==> src/rtl/swr_pkg.sv <==
// Shared definitions for the sector write serializer.
// Assumes: a byte-wide buffer and a 32-bit check code.
package swr_pkg;
    typedef enum logic [2:0] {
        PH_IDLE,
        PH_LEAD,
        PH_DATA,
        PH_CODE,
        PH_GAP
    } swr_phase_e;

    localparam int unsigned CODE_BYTES = 4;
    localparam int unsigned CODE_W     = 8 * CODE_BYTES;
    localparam logic [2:0]  BIT_FETCH  = 3'd6;
    localparam logic [2:0]  BIT_LAST   = 3'd7;
endpackage

==> src/rtl/swr_sequencer.sv <==
// Window and byte sequencer: arms on start, opens and closes the write
// window on sector pulses, keeps the bit and byte position and issues
// buffer reads early enough for a one-cycle-latency RAM.
// Assumes: start and sector pulse are one-cycle pulses in the clk domain.
module swr_sequencer
    import swr_pkg::*;
#(
    parameter int unsigned ADDR_W        = 14,
    parameter int unsigned BASE_ADDR     = 0,
    parameter int unsigned PAYLOAD_BYTES = 1046
) (
    input  logic              clk,
    input  logic              rst_n,
    input  logic              start_i,
    input  logic              sector_pulse_i,
    output logic              busy_o,
    output logic              gate_o,
    output logic              rd_en_o,
    output logic [ADDR_W-1:0] rd_addr_o,
    output logic              open_o,
    output logic              load_o,
    output logic              load_payload_o,
    output logic              feed_o,
    output logic              code_o
);
    localparam int unsigned IDX_W = ($clog2(PAYLOAD_BYTES) > 2) ? $clog2(PAYLOAD_BYTES) : 2;
    localparam logic [IDX_W-1:0]  LAST_PAY  = IDX_W'(PAYLOAD_BYTES - 1);
    localparam logic [IDX_W-1:0]  LAST_CODE = IDX_W'(CODE_BYTES - 1);
    localparam logic [ADDR_W-1:0] BASE      = ADDR_W'(BASE_ADDR);

    swr_phase_e        phase_q;
    logic [2:0]        bit_q;
    logic [IDX_W-1:0]  idx_q;
    logic [ADDR_W-1:0] addr_q;
    logic              busy_q;
    logic              gate_q;
    logic              close_w;
    logic              more_pay_w;
    logic              byte_end_w;

    // Window edge events and next-byte source.
    always_comb begin
        open_o     = busy_q && !gate_q && sector_pulse_i;
        close_w    = gate_q && sector_pulse_i;
        more_pay_w = (phase_q == PH_LEAD) || ((phase_q == PH_DATA) && (idx_q != LAST_PAY));
        byte_end_w = gate_q && (bit_q == BIT_LAST);
    end

    // Strobes towards the buffer, the shifter and the code generator.
    always_comb begin
        rd_en_o        = gate_q && (bit_q == BIT_FETCH) && more_pay_w;
        rd_addr_o      = addr_q;
        load_o         = byte_end_w;
        load_payload_o = more_pay_w;
        feed_o         = gate_q && (phase_q == PH_DATA);
        code_o         = gate_q && (phase_q == PH_CODE);
        busy_o         = busy_q;
        gate_o         = gate_q;
    end

    // Busy flag: set by an accepted start, cleared when the window closes.
    always_ff @(posedge clk) begin
        if (!rst_n)                  busy_q <= 1'b0;
        else if (close_w)            busy_q <= 1'b0;
        else if (start_i && !busy_q) busy_q <= 1'b1;
    end

    // Write gate: opened and closed by sector pulses.
    always_ff @(posedge clk) begin
        if (!rst_n)       gate_q <= 1'b0;
        else if (open_o)  gate_q <= 1'b1;
        else if (close_w) gate_q <= 1'b0;
    end

    // Bit counter: free running, realigned so two lead bits precede byte 0.
    always_ff @(posedge clk) begin
        if (!rst_n)      bit_q <= 3'd0;
        else if (open_o) bit_q <= BIT_FETCH;
        else             bit_q <= bit_q + 3'd1;
    end

    // Buffer address: restarts at the base, advances per read.
    always_ff @(posedge clk) begin
        if (!rst_n)       addr_q <= BASE;
        else if (open_o)  addr_q <= BASE;
        else if (rd_en_o) addr_q <= addr_q + ADDR_W'(1);
    end

    // Phase and byte index: lead, image, code, zero gap.
    always_ff @(posedge clk) begin
        if (!rst_n) begin
            phase_q <= PH_IDLE;
            idx_q   <= '0;
        end else if (open_o) begin
            phase_q <= PH_LEAD;
            idx_q   <= '0;
        end else if (close_w) begin
            phase_q <= PH_IDLE;
            idx_q   <= '0;
        end else if (byte_end_w) begin
            unique case (phase_q)
                PH_LEAD: begin
                    phase_q <= PH_DATA;
                    idx_q   <= '0;
                end
                PH_DATA: begin
                    if (idx_q == LAST_PAY) begin
                        phase_q <= PH_CODE;
                        idx_q   <= '0;
                    end else begin
                        idx_q <= idx_q + IDX_W'(1);
                    end
                end
                PH_CODE: begin
                    if (idx_q == LAST_CODE) phase_q <= PH_GAP;
                    else                    idx_q   <= idx_q + IDX_W'(1);
                end
                default: phase_q <= phase_q;
            endcase
        end
    end
endmodule

==> src/rtl/swr_shifter.sv <==
// Byte shift register: takes a byte from the buffer (or zero once the
// image is exhausted) at each byte boundary and presents it MSB first.
// Assumes: load and shift strobes come from the sequencer.
module swr_shifter (
    input  logic       clk,
    input  logic       rst_n,
    input  logic       clear_i,
    input  logic       load_i,
    input  logic       load_payload_i,
    input  logic       shift_i,
    input  logic [7:0] rd_data_i,
    output logic       bit_o
);
    logic [7:0] sh_q;

    // Shift register: clear on open, load at a byte end, else shift left.
    always_ff @(posedge clk) begin
        if (!rst_n)       sh_q <= 8'h00;
        else if (clear_i) sh_q <= 8'h00;
        else if (load_i)  sh_q <= load_payload_i ? rd_data_i : 8'h00;
        else if (shift_i) sh_q <= {sh_q[6:0], 1'b0};
    end

    // Current serial bit.
    always_comb bit_o = sh_q[7];
endmodule

==> src/rtl/swr_crc.sv <==
// Serial check-code generator: accumulates a CRC over the outgoing image
// bits, then shifts the result out MSB first.
// Assumes: feed and shift are never active together.
module swr_crc #(
    parameter int unsigned CODE_W = 32,
    parameter logic [CODE_W-1:0] POLY = 32'h04C1_1DB7
) (
    input  logic clk,
    input  logic rst_n,
    input  logic clear_i,
    input  logic feed_i,
    input  logic shift_i,
    input  logic din_i,
    output logic code_bit_o
);
    logic [CODE_W-1:0] crc_q;
    logic              fb_w;

    // Feedback bit of the division.
    always_comb fb_w = crc_q[CODE_W-1] ^ din_i;

    // Code register: clear, accumulate a bit, or shift out.
    always_ff @(posedge clk) begin
        if (!rst_n)       crc_q <= '0;
        else if (clear_i) crc_q <= '0;
        else if (feed_i)  crc_q <= {crc_q[CODE_W-2:0], 1'b0} ^ (fb_w ? POLY : '0);
        else if (shift_i) crc_q <= {crc_q[CODE_W-2:0], 1'b0};
    end

    // Most significant code bit goes out first.
    always_comb code_bit_o = crc_q[CODE_W-1];
endmodule

==> src/rtl/sector_write_serializer.sv <==
// Top of the sector write serializer: ties the sequencer, byte shifter
// and check-code generator together and forms the drive outputs.
// Assumes: everything runs on the drive clock; the buffer read has one
// cycle of latency.
module sector_write_serializer
    import swr_pkg::*;
#(
    parameter int unsigned ADDR_W        = 14,
    parameter int unsigned BASE_ADDR     = 0,
    parameter int unsigned PAYLOAD_BYTES = 1046,
    parameter logic [31:0] CRC_POLY      = 32'h04C1_1DB7
) (
    input  logic              clk,
    input  logic              rst_n,
    input  logic              cmd_start,
    output logic              wr_busy,
    input  logic              sector_pulse,
    output logic              buf_rd_en,
    output logic [ADDR_W-1:0] buf_rd_addr,
    input  logic [7:0]        buf_rd_data,
    output logic              buf_grant,
    output logic              wr_gate,
    output logic              wr_data
);
    logic gate_w, open_w, load_w, load_pay_w, feed_w, code_w;
    logic sh_bit_w, code_bit_w;

    swr_sequencer #(
        .ADDR_W        (ADDR_W),
        .BASE_ADDR     (BASE_ADDR),
        .PAYLOAD_BYTES (PAYLOAD_BYTES)
    ) i_seq (
        .clk            (clk),
        .rst_n          (rst_n),
        .start_i        (cmd_start),
        .sector_pulse_i (sector_pulse),
        .busy_o         (wr_busy),
        .gate_o         (gate_w),
        .rd_en_o        (buf_rd_en),
        .rd_addr_o      (buf_rd_addr),
        .open_o         (open_w),
        .load_o         (load_w),
        .load_payload_o (load_pay_w),
        .feed_o         (feed_w),
        .code_o         (code_w)
    );

    swr_shifter i_shift (
        .clk            (clk),
        .rst_n          (rst_n),
        .clear_i        (open_w),
        .load_i         (load_w),
        .load_payload_i (load_pay_w),
        .shift_i        (gate_w),
        .rd_data_i      (buf_rd_data),
        .bit_o          (sh_bit_w)
    );

    swr_crc #(
        .CODE_W (CODE_W),
        .POLY   (CRC_POLY)
    ) i_crc (
        .clk        (clk),
        .rst_n      (rst_n),
        .clear_i    (open_w),
        .feed_i     (feed_w),
        .shift_i    (code_w),
        .din_i      (sh_bit_w),
        .code_bit_o (code_bit_w)
    );

    // Drive outputs: gate, buffer ownership and the selected serial bit.
    always_comb begin
        wr_gate   = gate_w;
        buf_grant = gate_w;
        wr_data   = gate_w & (code_w ? code_bit_w : sh_bit_w);
    end
endmodule

==> config.mk <==
export PLATFORM = sky130hd
export DESIGN_NAME = sector_write_serializer
export DESIGN_NICKNAME = d
export VERILOG_FILES = /design/src/rtl/swr_pkg.sv /design/src/rtl/swr_sequencer.sv /design/src/rtl/swr_shifter.sv /design/src/rtl/swr_crc.sv /design/src/rtl/sector_write_serializer.sv
export SDC_FILE = /design/constraint.sdc
export NUM_CORES = 1
export LEC_CHECK = 0
export ABC_AREA = 1
export ABC_CLOCK_PERIOD_IN_PS = 2350
export BUFFER_PORTS_ARGS = -buffer_cell sky130_fd_sc_hd__buf_2
export CAP_MARGIN = 30
export CORE_MARGIN = 2
export CORE_UTILIZATION = 25
export CTS_CLUSTER_DIAMETER = 150
export DETAILED_ROUTE_END_ITERATION = 10
export GPL_TIMING_DRIVEN = 0
export MAX_ROUTING_LAYER = met4
export PLACE_DENSITY = 0.46
export SLEW_MARGIN = 5
export SYNTH_ARGS = -nofsm -noshare
export SYNTH_HDL_FRONTEND = slang
export SYNTH_SLANG_ARGS = --single-unit
==> constraint.sdc <==
create_clock -name clk -period 2.35 [get_ports clk]
set_clock_uncertainty 0.1 [all_clocks]
set_input_delay 0.1175 -clock clk [delete_from_list [all_inputs] [get_ports clk]]
set_output_delay 0.1175 -clock clk [all_outputs]
set_load 0.01 [all_outputs]
# Word-level counts from Yosys, hierarchy flattened
# Cells that the tools add are included.
[classes]
addsub = 3
eq_ne = 13
muxes = 19
n_bitwise = 4
reduce_logical = 25
[op_table]
columns = ["op", "n"]
rows = [
  ["$mux 32", 2],
  ["$pmux 11 s3", 1],
  ["$xor 32x32->32", 1],
  ["$mux 27", 1],
  ["$mux 8", 3],
  ["$mux 11", 2],
  ["$add 14x1->14 const B", 1],
  ["$add 11x1->11 const B", 1],
  ["$eq 11x11->1 const B", 1],
  ["$eq 11x2->1 const B", 1],
  ["$ne 11x11->1 const B", 1],
  ["$logic_and 1x1->1", 10],
  ["$mux 3", 3],
  ["$pmux 3 s3", 1],
  ["$ne 4x2->1 const B", 2],
  ["$reduce_and 4->1", 2],
  ["$eq 3x2->1 const B", 2],
  ["$eq 3x3->1 const B", 2],
  ["$mux 1", 6],
  ["$ne 2x2->1 const B", 3],
  ["$reduce_bool 2->1", 3],
  ["$reduce_bool 3->1", 2],
  ["$reduce_bool 5->1", 1],
  ["$reduce_or 2->1", 2],
  ["other kinds (9)", 10],
]
[totals]
reg_bits = 73
input_bits = 12
out_inout_bits = 19

# Depth between registers and ports, before layout
[depth]
word_depth = 6
depth_mapped = 11

# Hierarchy
# Synthesis repeated with hierarchy kept, for this count alone.
[hier_totals]
cells_unflattened = 620
area_unflattened_um2 = 4048.9
[by_module_without_submodules]
columns = ["module", "instances", "cells_per_inst", "area_per_inst_um2", "seq_area_each_um2"]
rows = [
  ["swr_sequencer", 1, 322, 2118.3, 660.6],
  ["swr_crc", 1, 211, 1455.1, 640.6],
  ["swr_shifter", 1, 81, 446.7, 160.2],
  ["sector_write_serializer", 1, 6, 28.8, 0.0],
]

# Worst setup path after synthesis
# OpenSTA, ideal clock, no wires.
[synth_path]
path_kind = "flip-flop to flip-flop"
startpoint = "register i_seq.idx_q[0]"
endpoint = "register i_seq.idx_q[3]"
arrival_ns = 1.391
setup_slack_ns = 0.733
stages_incl_launch_ff = 12
path_buffers = 1
path_cell_list = "dfxtp_1 ha_1 nand3_1 nor2_1 nand3_2 nand2_4 inv_2 buf_6 nand2_1 nand2_1 nand2_1 nor2_1"
[synth_via]
elab_chain_cells = 3
elab_cells_between_ends = 8
cone_classes = "add/sub: 1; eq/ne: 3; mux: 3; reduce/logical: 1"
[synth_lines]
columns = ["item", "line_no", "source"]
rows = [
  ["start: declaration", "swr_sequencer.sv:33", "logic [IDX_W-1:0] idx_q;"],
  ["start signal: assignment", "swr_sequencer.sv:111", "idx_q <= idx_q + IDX_W'(1);"],
  ["start signal: assignment", "swr_sequencer.sv:116", "else idx_q <= idx_q + IDX_W'(1);"],
  ["$add 11x1->11, or another cell as far along", "swr_sequencer.sv:111, swr_sequencer.sv:116", ""],
  ["$mux 11, or another cell as far along", "swr_sequencer.sv:115", "if (idx_q == LAST_CODE) phase_q <= PH_GAP;"],
  ["$pmux 11 s3 or $reduce_and 3->1 (tied branches)", "-", ""],
]
# Several ways; a longest one is shown, not always the timed one. The select of a mux whose other input is x is not followed.
# A chain may end at the register's enable or synchronous reset.

# Final worst setup path
[layout_path]
startpoint = "register i_seq.idx_q[0]"
endpoint = "output buf_rd_en"
[layout_via]
elab_chain_cells = 4
[layout_lines]
columns = ["item", "line_no", "source"]
rows = [
  ["$ne 11x11->1", "swr_sequencer.sv:45", "more_pay_w = (phase_q == PH_LEAD) || ((phase_q == PH_DATA) && (idx_q != LAST_PAY));"],
  ["$logic_and 1x1->1", "swr_sequencer.sv:45", ""],
  ["$logic_or 1x1->1", "swr_sequencer.sv:45", ""],
  ["$logic_and 1x1->1", "swr_sequencer.sv:51", "rd_en_o = gate_q && (bit_q == BIT_FETCH) && more_pay_w;"],
  ["end: declaration", "sector_write_serializer.sv:18", "output logic buf_rd_en,"],
]
# No other way between the ends.

==> flow_results.xml <==
<?xml version="1.0" encoding="UTF-8"?>
<metrics>
  <group name="cts">
    <metric name="worst_setup_hold_path_clk_slew" unit="ns">0.06</metric>
    <metric name="numClockSinks" unit="">73</metric>
    <metric name="number_of_buffers_added_by_the_clock_tree_synthesis_step" unit="">9</metric>
    <metric name="clockRootBuffer" unit="">sky130_fd_sc_hd__clkbuf_16</metric>
    <metric name="cts.htree.levels" unit="">3</metric>
    <metric name="worstSkewPairLatency" unit="ns">0.33</metric>
    <metric name="post_cts_buffers" unit="">0</metric>
    <metric name="cts_tree" unit="">built</metric>
    <metric name="cts.repair.resized" unit="">0</metric>
    <metric name="hold_buffers" unit="">9</metric>
    <metric name="clock_path_buffers" unit="">2</metric>
  </group>
  <group name="timing">
    <metric name="clock.fmax" unit="MHz">467</metric>
    <metric name="timing.final.crit_share" unit="%">91.1</metric>
    <metric name="worst_slew_pin_slew" unit="ns">0.482</metric>
    <metric name="timing.final.setup_violations" unit="">0</metric>
    <metric name="period_needed" unit="ns">2.14</metric>
    <metric name="final_max_slew_viol_count" unit="">0</metric>
    <metric name="setup-tns-final" unit="ns">0</metric>
    <metric name="maxSlewHeadroom" unit="%">67.8</metric>
    <metric name="hold_violations" unit="">0</metric>
    <metric name="setup_slack" unit="ns">0.208</metric>
    <metric name="unrepaired_setup_endpoints_after_global_routing" unit="">no</metric>
  </group>
  <group name="layout">
    <metric name="seqCellArea" unit="sq um">1460</metric>
    <metric name="nets" unit="">550</metric>
    <metric name="multi_input_comb_area" unit="sq um">1820</metric>
    <metric name="diodes" unit="">0</metric>
    <metric name="layout.filler_cells" unit="">1459</metric>
    <metric name="drive_gt1_share" unit="%">14.3</metric>
    <metric name="postLayoutCoreUtil" unit="%">31.3</metric>
    <metric name="area_growth_syn_to_layout" unit="%">22.8</metric>
    <metric name="final_area" unit="sq um">4320</metric>
  </group>
  <group name="synth">
    <metric name="synth_seq_cells" unit="">73</metric>
    <metric name="synth-edff-count" unit="">0</metric>
    <metric name="synthCells" unit="">482</metric>
    <metric name="yosysWarnings" unit="">0</metric>
    <metric name="synth.top_cells.by_count" unit="">sky130_fd_sc_hd__nand2_1, sky130_fd_sc_hd__nor2_1, sky130_fd_sc_hd__dfxtp_1</metric>
    <metric name="synth_seq_area_share" unit="%">41.5</metric>
    <metric name="yosysUniqueCellTypes" unit="">32</metric>
    <metric name="yosys-top-cells-area" unit="">sky130_fd_sc_hd__dfxtp_1, sky130_fd_sc_hd__nand2_1, sky130_fd_sc_hd__nor2_1</metric>
    <metric name="async_flop_share" unit="%">0</metric>
    <metric name="synth_area" unit="sq um">3520</metric>
    <metric name="postSynth.topFlopCell" unit="">sky130_fd_sc_hd__dfxtp_1</metric>
    <metric name="post_synth.cell_area_avg" unit="sq um">7.30</metric>
    <metric name="synth.largest_area_cell" unit="">sky130_fd_sc_hd__dfxtp_1</metric>
    <metric name="post-synth-top-area-fraction" unit="%">41.5</metric>
    <metric name="synth.most_common_cell" unit="">sky130_fd_sc_hd__nand2_1</metric>
    <metric name="syn_nets" unit="">500</metric>
  </group>
  <group name="hold_path">
    <metric name="worstHoldStart" unit="">rst_n</metric>
    <metric name="number_of_cells_on_the_worst_hold_path" unit="">3</metric>
    <metric name="worstHoldPathType" unit="">primary input to register</metric>
    <metric name="min_delay_worst_endpoint" unit="">i_seq.bit_q[2]$_SDFF_PN0_</metric>
  </group>
  <group name="global_routing">
    <metric name="grt_first_pass_wirelength" unit="microns">14300</metric>
    <metric name="groute.usage.overall" unit="%">12.3</metric>
    <metric name="grt_antenna_before_repair" unit="">0</metric>
    <metric name="grt_start_max_net_pins" unit="">13</metric>
    <metric name="global_route.overflow_total" unit="">0</metric>
    <metric name="via_count_of_the_first_global_routing_pass" unit="">2983</metric>
  </group>
  <group name="worst_setup_path">
    <metric name="rrSetupSlack" unit="ns">0.45</metric>
    <metric name="endpoint_required_time_on_the_critical_path" unit="ns">2.13</metric>
    <metric name="worst_setup_path_end_kind" unit="">output pin</metric>
    <metric name="critical_path.max_stage_delay" unit="ns">0.48</metric>
    <metric name="timing.critical_path.fanout_max" unit="">8</metric>
    <metric name="critPathTopFamily" unit="">simple AND/OR/NAND/NOR gates</metric>
    <metric name="timing.critical_path.buf_inv" unit="">2</metric>
    <metric name="timing.critical_path.mode_cell" unit="">sky130_fd_sc_hd__nand2_1</metric>
    <metric name="worst-r2r-cell-count" unit="">10</metric>
    <metric name="setup.worst_path.start_class" unit="">register</metric>
    <metric name="crit_path_top_delay_cell" unit="">sky130_fd_sc_hd__dfxtp_1</metric>
    <metric name="worst_ep_arrival_time" unit="ns">1.92</metric>
    <metric name="worst_r2r_endpoint" unit="">i_seq.rd_addr_o[12]$_SDFFE_PP0P_</metric>
    <metric name="worst-setup-path-type" unit="">register to output pin</metric>
    <metric name="critical_path.cell_chain" unit="">ha_1 -&gt; nand2_1 -&gt; nor2_1 -&gt; nand2_1 -&gt; o21ai_4 -&gt; nand2_2 -&gt; nand2_4 -&gt; inv_1 -&gt; buf_2</metric>
    <metric name="timing.rr.start" unit="">i_seq.idx_q[0]$_SDFFE_PP0P_</metric>
  </group>
  <group name="die">
    <metric name="die_footprint" unit="sq um">15000</metric>
    <metric name="io_pins" unit="">31</metric>
    <metric name="die_width" unit="microns">123</metric>
    <metric name="rows" unit="">43</metric>
    <metric name="chipHeight" unit="microns">123</metric>
    <metric name="initial_core_util" unit="%">25.5</metric>
    <metric name="core_region_area" unit="sq um">13800</metric>
  </group>
  <group name="route">
    <metric name="avgRoutedWirePerCell" unit="microns">11.9</metric>
    <metric name="vias_per_cell" unit="">4.55</metric>
    <metric name="drt_pre_antenna_iters" unit="">5</metric>
    <metric name="final_antenna_net_count" unit="">0</metric>
    <metric name="drc" unit="">0</metric>
    <metric name="drtIter0Drc" unit="">192</metric>
    <metric name="routed_wirelength" unit="microns">8510</metric>
    <metric name="num_vias" unit="">3260</metric>
  </group>
  <group name="power_and_ir_drop">
    <metric name="total_power_density_per_cell_area" unit="nW/um^2">684</metric>
    <metric name="p_leak" unit="nW">1.73</metric>
    <metric name="vdd.ir_drop.worst" unit="uV">278</metric>
    <metric name="fin_total_pwr" unit="mW">2.96</metric>
  </group>
  <group name="placed_design">
    <metric name="port-buffer-count" unit="">30</metric>
    <metric name="postPlaceCellArea" unit="sq um">3900</metric>
    <metric name="routabilityCongestion" unit="">0.792</metric>
    <metric name="preCtsSetupSlack" unit="ns">0.460</metric>
    <metric name="post-dp-hpwl" unit="microns">5980</metric>
  </group>
  <group name="run">
    <metric name="timing.max_cap.violations" unit="">0</metric>
  </group>
  <group name="status">
    <metric name="run_status" unit="">complete, no violations</metric>
  </group>
</metrics>
==> sequential cells by signal, indices dropped and copies added (netlist names) <==
signal,cells
i_seq.bit_q,3
i_seq.rd_addr_o,14
i_seq.busy_o,1
i_shift.sh_q,8
i_seq.phase_q,3
i_crc.crc_q,32
i_seq.gate_o,1
i_seq.idx_q,11
==> per-stage QoR <==
stage / hold WS, ns / instances
after global routing: 0.0214 / 717
after global placement: 0.263 / 692
after CTS: 0.00415 / 717
after detailed placement: 0.269 / 692
final: 0.00413 / 717
after floorplan: 0.147 / 482
==> cells by family (layout without fill, tap and decap cells) <==
logic type               after synthesis  in the layout  synth area share (%)
buffers and inverters                 52            107                  6.82
AND/OR/NAND/NOR                      226            226                  27.9
XOR/XNOR                              21             21                  5.22
adder cells (fa/ha/maj)                6              6                  2.13
flip-flops                            73             73                  41.5
AO/OA/AOI/OAI                        104            104                  16.5
==> cells in the final DEF, fill, tap and decap left out, types with 4 or more instances in the layout <==
cell type	instances
sky130_fd_sc_hd__a21oi_1	52
sky130_fd_sc_hd__buf_2	36
sky130_fd_sc_hd__buf_6	4
sky130_fd_sc_hd__clkbuf_1	11
sky130_fd_sc_hd__clkbuf_16	9
sky130_fd_sc_hd__dfxtp_1	73
sky130_fd_sc_hd__dlygate4sd3_1	9
sky130_fd_sc_hd__ha_1	6
sky130_fd_sc_hd__inv_1	27
sky130_fd_sc_hd__inv_2	4
sky130_fd_sc_hd__nand2_1	82
sky130_fd_sc_hd__nand3_1	42
sky130_fd_sc_hd__nand4_1	7
sky130_fd_sc_hd__nor2_1	81
sky130_fd_sc_hd__o21ai_0	40
sky130_fd_sc_hd__xor2_1	18
==> where the power goes <==
group	switching [mW]	internal (mW)
logic	0.0772	0.0482
clock network	0.525	1.04
registers	0.0144	1.26
total	0.616	2.34
==> metal layers <==
layer	vias up	global-route usage, %	share of wire, %
li1	1686	-	-
met1	1534	16.2	51
met2	34	18.4	45
met3	6	2.65	2.4
met4	0	4.74	0.99
met5	-	-	0
==> how the worst max path moves through the flow <==
stage                                           start  cells past startpoint                          endpoint  slack, ns
after floorplan           i_seq.idx_q[0]$_SDFFE_PP0P_                     11       i_seq.idx_q[3]$_SDFFE_PP0P_       0.73
after global placement    i_seq.idx_q[0]$_SDFFE_PP0P_                      8       i_seq.idx_q[8]$_SDFFE_PP0P_       0.45
after detailed placement  i_seq.idx_q[0]$_SDFFE_PP0P_                     10  i_seq.rd_addr_o[12]$_SDFFE_PP0P_       0.46
after CTS                 i_seq.idx_q[0]$_SDFFE_PP0P_                      9                         buf_rd_en       0.18
after global routing      i_seq.idx_q[0]$_SDFFE_PP0P_                      9                         buf_rd_en       0.01
final                     i_seq.idx_q[0]$_SDFFE_PP0P_                      9                         buf_rd_en       0.21
==> layout make-up <==
class / count / area share (%)
multi-input cells: 357 / 42.1
plain buffers: 21 / 2.87
well taps: 180 / 5.21
flip-flops and latches: 73 / 33.8
inverters: 31 / 2.69
clock buffers: 11 / 5.38
repair buffers: 39 / 5.56
clock inverters: 5 / 2.40
==> tightest hold or removal path, stage by stage <==
cell,delay (ns)
sky130_fd_sc_hd__buf_2,0.11
sky130_fd_sc_hd__inv_1,0.07
sky130_fd_sc_hd__nor2_1,0.10
(Power assumes the default switching activity.)
